**config.mk**
```make
export PLATFORM = sky130hd
export DESIGN_NAME = ehd_top
export DESIGN_NICKNAME = d
export VERILOG_FILES = /design/src/rtl/ehd_pkg.sv /design/src/rtl/ehd_sync.sv /design/src/rtl/ehd_history.sv /design/src/rtl/ehd_fsm.sv /design/src/rtl/ehd_top.sv
export SDC_FILE = /design/constraint.sdc
export NUM_CORES = 1
export LEC_CHECK = 0
export ABC_AREA = 1
export BUFFER_PORTS_ARGS = -buffer_cell sky130_fd_sc_hd__clkbuf_2
export CAP_MARGIN = 15
export CORE_AREA = 2 2 39 41
export CTS_CLUSTER_DIAMETER = 120
export DETAILED_ROUTE_END_ITERATION = 6
export DIE_AREA = 0 0 41 43
export HOLD_SLACK_MARGIN = 0.05
export RECOVER_POWER = 50
export SLEW_MARGIN = 15
export SYNTH_ARGS = -nofsm -noshare
export SYNTH_HDL_FRONTEND = slang
export SYNTH_SLANG_ARGS = --single-unit
```
**constraint.sdc**
```tcl
create_clock -name clk -period 1.18 [get_ports clk]
set_clock_uncertainty 0.15 [all_clocks]
set_input_delay 0.118 -clock clk [delete_from_list [all_inputs] [get_ports clk]]
set_output_delay 0.118 -clock clk [all_outputs]
set_load 0.01 [all_outputs]
```
**src/rtl/ehd_pkg.sv**
```systemverilog
package ehd_pkg;

    localparam int SYNC_STAGES = 2;
    localparam int PAIR_W      = 2;

    typedef enum logic [1:0] {
        ST_IDLE   = 2'b00,
        ST_ARMED  = 2'b01,
        ST_ACTIVE = 2'b11,
        ST_SPARE  = 2'b10
    } ehd_state_e;

    typedef struct packed {
        logic a;
        logic b;
    } ehd_pair_t;

    // Qualifying event: A held at 1 across the step while B goes 1 -> 0.
    function automatic logic qual_fall(ehd_pair_t prv, ehd_pair_t cur, logic vld);
        return vld & prv.a & cur.a & prv.b & ~cur.b;
    endfunction

    function automatic logic pair_is_hold(ehd_pair_t p);
        return p.a & ~p.b;
    endfunction

    function automatic logic pair_is_arm(ehd_pair_t p);
        return p.a & p.b;
    endfunction

    function automatic ehd_state_e next_state(ehd_state_e st, ehd_pair_t prv,
                                              ehd_pair_t cur, logic vld);
        ehd_state_e nx;
        nx = ST_IDLE;
        case (st)
            ST_SPARE: nx = ST_IDLE;
            ST_ACTIVE: begin
                if (pair_is_hold(cur))     nx = ST_ACTIVE;
                else if (pair_is_arm(cur)) nx = ST_ARMED;
                else                       nx = ST_SPARE;
            end
            default: begin
                if (qual_fall(prv, cur, vld)) nx = ST_ACTIVE;
                else if (pair_is_arm(cur))    nx = ST_ARMED;
                else                          nx = ST_IDLE;
            end
        endcase
        return nx;
    endfunction

endpackage

```
**src/rtl/ehd_sync.sv**
```systemverilog
module ehd_sync #(
    parameter int WIDTH  = 2,
    parameter int STAGES = 2
) (
    input  logic             clk,
    input  logic             rst,
    input  logic [WIDTH-1:0] d_in,
    output logic [WIDTH-1:0] q_out
);
    localparam int LAST = STAGES - 1;

    logic [WIDTH-1:0] stage_q [STAGES];

    generate
        for (genvar s = 0; s < STAGES; s++) begin : g_stage
            if (s == 0) begin : g_first
                always_ff @(posedge clk) begin
                    if (rst) stage_q[s] <= '0;
                    else     stage_q[s] <= d_in;
                end
            end else begin : g_next
                always_ff @(posedge clk) begin
                    if (rst) stage_q[s] <= '0;
                    else     stage_q[s] <= stage_q[s-1];
                end
            end
        end
    endgenerate

    assign q_out = stage_q[LAST];
endmodule

```
**src/rtl/ehd_history.sv**
```systemverilog
module ehd_history
    import ehd_pkg::*;
(
    input  logic      clk,
    input  logic      rst,
    input  ehd_pair_t cur,
    output ehd_pair_t prev,
    output logic      vld
);
    ehd_pair_t prev_q;
    logic      vld_q;

    always_ff @(posedge clk) begin
        if (rst) begin
            prev_q <= '0;
            vld_q  <= 1'b0;
        end else begin
            prev_q <= cur;
            vld_q  <= 1'b1;
        end
    end

    assign prev = prev_q;
    assign vld  = vld_q;
endmodule

```
**src/rtl/ehd_fsm.sv**
```systemverilog
module ehd_fsm
    import ehd_pkg::*;
(
    input  logic       clk,
    input  logic       rst,
    input  ehd_pair_t  cur,
    input  ehd_pair_t  prev,
    input  logic       vld,
    output ehd_state_e state,
    output logic       flag
);
    ehd_state_e state_q, state_d;
    logic       flag_q;

    always_comb begin
        state_d = next_state(state_q, prev, cur, vld);
    end

    always_ff @(posedge clk) begin
        if (rst) begin
            state_q <= ST_IDLE;
            flag_q  <= 1'b0;
        end else begin
            state_q <= state_d;
            flag_q  <= (state_d == ST_ACTIVE);
        end
    end

    assign state = state_q;
    assign flag  = flag_q;
endmodule

```
**src/rtl/ehd_top.sv**
```systemverilog
module ehd_top
    import ehd_pkg::*;
(
    input  logic clk,
    input  logic rst,
    input  logic a_in,
    input  logic b_in,
    output logic hold_out
);
    logic [PAIR_W-1:0] sync_raw;
    ehd_pair_t         cur_s;
    ehd_pair_t         prev_s;
    logic              vld_s;
    ehd_state_e        state_s;

    ehd_sync #(
        .WIDTH  (PAIR_W),
        .STAGES (SYNC_STAGES)
    ) sync_i (
        .clk   (clk),
        .rst   (rst),
        .d_in  ({a_in, b_in}),
        .q_out (sync_raw)
    );

    assign cur_s = ehd_pair_t'(sync_raw);

    ehd_history hist_i (
        .clk  (clk),
        .rst  (rst),
        .cur  (cur_s),
        .prev (prev_s),
        .vld  (vld_s)
    );

    ehd_fsm fsm_i (
        .clk   (clk),
        .rst   (rst),
        .cur   (cur_s),
        .prev  (prev_s),
        .vld   (vld_s),
        .state (state_s),
        .flag  (hold_out)
    );
endmodule

```
==> impl_metrics.toml <==
[synth]
syn_area_um2 = 329.1
synth-seq-area-share_pct = 60.84
synth.avg_cell_area_um2 = 7.653
synth.distinct_cells = 8
synth_fp_nets = 47
synth-seq-cells = 10
synthCells = 43
yosysWarnings = 0

[sta]
finalSetupViolCount = 0
holdWs_ps = 256.3
finalCritPeriodShare_pct = 89.31
min_period_ps = 1054
tns_ps = 0
worst_pin_slew_ps = 148.4
slew_viol_final = 0
hold_viol_final = 0
rsz0062_at_grt = "no"
timing.fmax_ghz = 0.9489
slew_headroom_pct = 90.10

[drt]
drt-vias-per-instance = 3.681
route.antenna.remaining_nets = 0
drt-initial-drc-count = 5
wl_per_cell_um = 7.507
vias = 254
drt-total-wl_um = 518
dr.pass1.iters = 2
drc = 0

[finish]
area_delta_synth_final_pct = 30.80
design_area_um2 = 430.4
mostFrequentLayoutCells = "nand2_1, dfxtp_1, inv_1, nor2_1, clkbuf_2"
final_common_cell = "nand2_1"
fillers = 150
final_net_count = 58
drive_above_1_share_pct = 18.87
fin_cells = 69
antenna_cells = 0

[clocking]
cts-root-buf = "clkbuf_4"
cts.sinks = 10
clkLatencyLatePin_ps = 260
clkTransAtPathRegs_ps = 60
hold_buffers = 3
ctsHtreeMaxLevel = 1
ctsResizeCount = 0
cts_max_path_buffers = 2
post-cts-setup-buffers = 0
cts_buffers = 3
cts_tree = "built"

[place]
place_area_um2 = 364.1
dp_hpwl_um = 359.5
place.gp.congestion = 0.7060
io_buffers = 4
dp_cells = 62

[pwr]
power_density_mw_per_mm2 = 1576
p_leak_nw = 0.2104
ir_drop_mv = 0.7411
report.power.total_mw = 0.6784

[run]
drv_cap = 0

[global_route]
grt_pass1_vias = 222
grt_use_total_pct = 7.583
grt_pass1_wl_um = 828
grt_max_degree = 9
grt_overflow = 0
antenna_found_initial = 0

[die]
rows = 14
die_x_um = 41
core_mm2 = 0.001384
start_util_pct = 23.78
die_height_um = 43
ios = 5
die_area_mm2 = 0.001763

[critical_path]
start_kind = "input pin"
regToRegStartpoint = "sync_i.stage_q[1][1]$_SDFF_PP0_"
path_max_fanout = 8
crit_arrival_ps = 1060
ff2ff_setup_slack_ps = 190
r2r-end = "fsm_i.flag$_SDFF_PP0_"
end_kind = "flop"
reg2regPathDepth = 6
crit_type = "in2reg"
cp.required_ps = 1190

[min_path]
hold_path.class = "reg2reg"
holdPathStages = 2
min-delay-start = "sync_i.stage_q[0][1]$_SDFF_PP0_"
worstHoldEndpoint = "sync_i.stage_q[1][1]$_SDFF_PP0_"

[status]
status = "finished clean"
per-stage QoR:
step / utilization (%) / setup slack [ps]
final: 31.10 / 126.2
after global routing: 31.10 / 52.81
after CTS: 31.10 / 129.4
after detailed placement: 26.31 / 198.1
after global placement: 26.31 / 198.2
after floorplan: - / 265.4
worst max-delay path, stage by stage:
cell           delay [ps]
dlygate4sd3_1         530
clkbuf_2              180
inv_1                  80
nand2_1               110
inv_1                  40
flip-flops by register name, summed over array words and instances (netlist names):
| name | count |
|---|---|
| fsm_i.flag | 1 |
| fsm_i.state | 2 |
| hist_i.prev | 2 |
| hist_i.vld | 1 |
| sync_i.stage_q | 4 |
where the power goes:
part           total (mW)  leakage (nW)  internal (mW)  switching, mW
Combinational      0.0268         0.107         0.0144         0.0124
Sequential          0.353        0.0820          0.348        0.00491
Clock               0.299        0.0210          0.187          0.112
worst max-delay path by stage:
stage                               startpoint                        end  cells past startpoint
2_1_floorplan  sync_i.stage_q[1][1]$_SDFF_PP0_      fsm_i.flag$_SDFF_PP0_                      6
3_3_place_gp   sync_i.stage_q[1][1]$_SDFF_PP0_      fsm_i.flag$_SDFF_PP0_                      6
3_5_place_dp   sync_i.stage_q[1][1]$_SDFF_PP0_      fsm_i.flag$_SDFF_PP0_                      6
4_1_cts                                    rst  fsm_i.state[1]$_SDFF_PP0_                      5
5_1_grt        sync_i.stage_q[1][1]$_SDFF_PP0_      fsm_i.flag$_SDFF_PP0_                      6
6_report                                   rst  fsm_i.state[1]$_SDFF_PP0_                      5
routing by layer:
metal	up-vias	GRT usage (%)	part of all wire [%]
met3	2	3.141	3.1
met2	4	10.63	53
met4	0	8.000	1.4
met1	108	7.566	42
li1	140	-	-
met5	-	0	0
cells by family (layout without fill, tap and decap cells):
family | after synthesis | in the layout | synth area share, %
AND/OR/NAND/NOR | 22 | 22 | 26.23
flip-flops | 10 | 10 | 60.84
buffers and inverters | 11 | 21 | 12.92
cell type report:
type | instances | area [um2] | share of cell area (%)
Multi-Input combinational cell | 22 | 86.33 | 20.06
Clock buffer | 4 | 36.28 | 8.430
Inverter | 10 | 37.54 | 8.721
Sequential cell | 10 | 200.2 | 46.51
Tap cell | 16 | 20.02 | 4.651
Timing Repair Buffer | 7 | 50.05 | 11.63
cells in the mapped netlist, drive strengths merged:
library cell / instances / share of area [%]
buf: 1 / 1.5
dfxtp: 10 / 61
inv: 10 / 11
nand2: 11 / 13
nand3: 1 / 1.5
nor2: 10 / 12
Note: power is estimated with default switching activity, not from simulation.
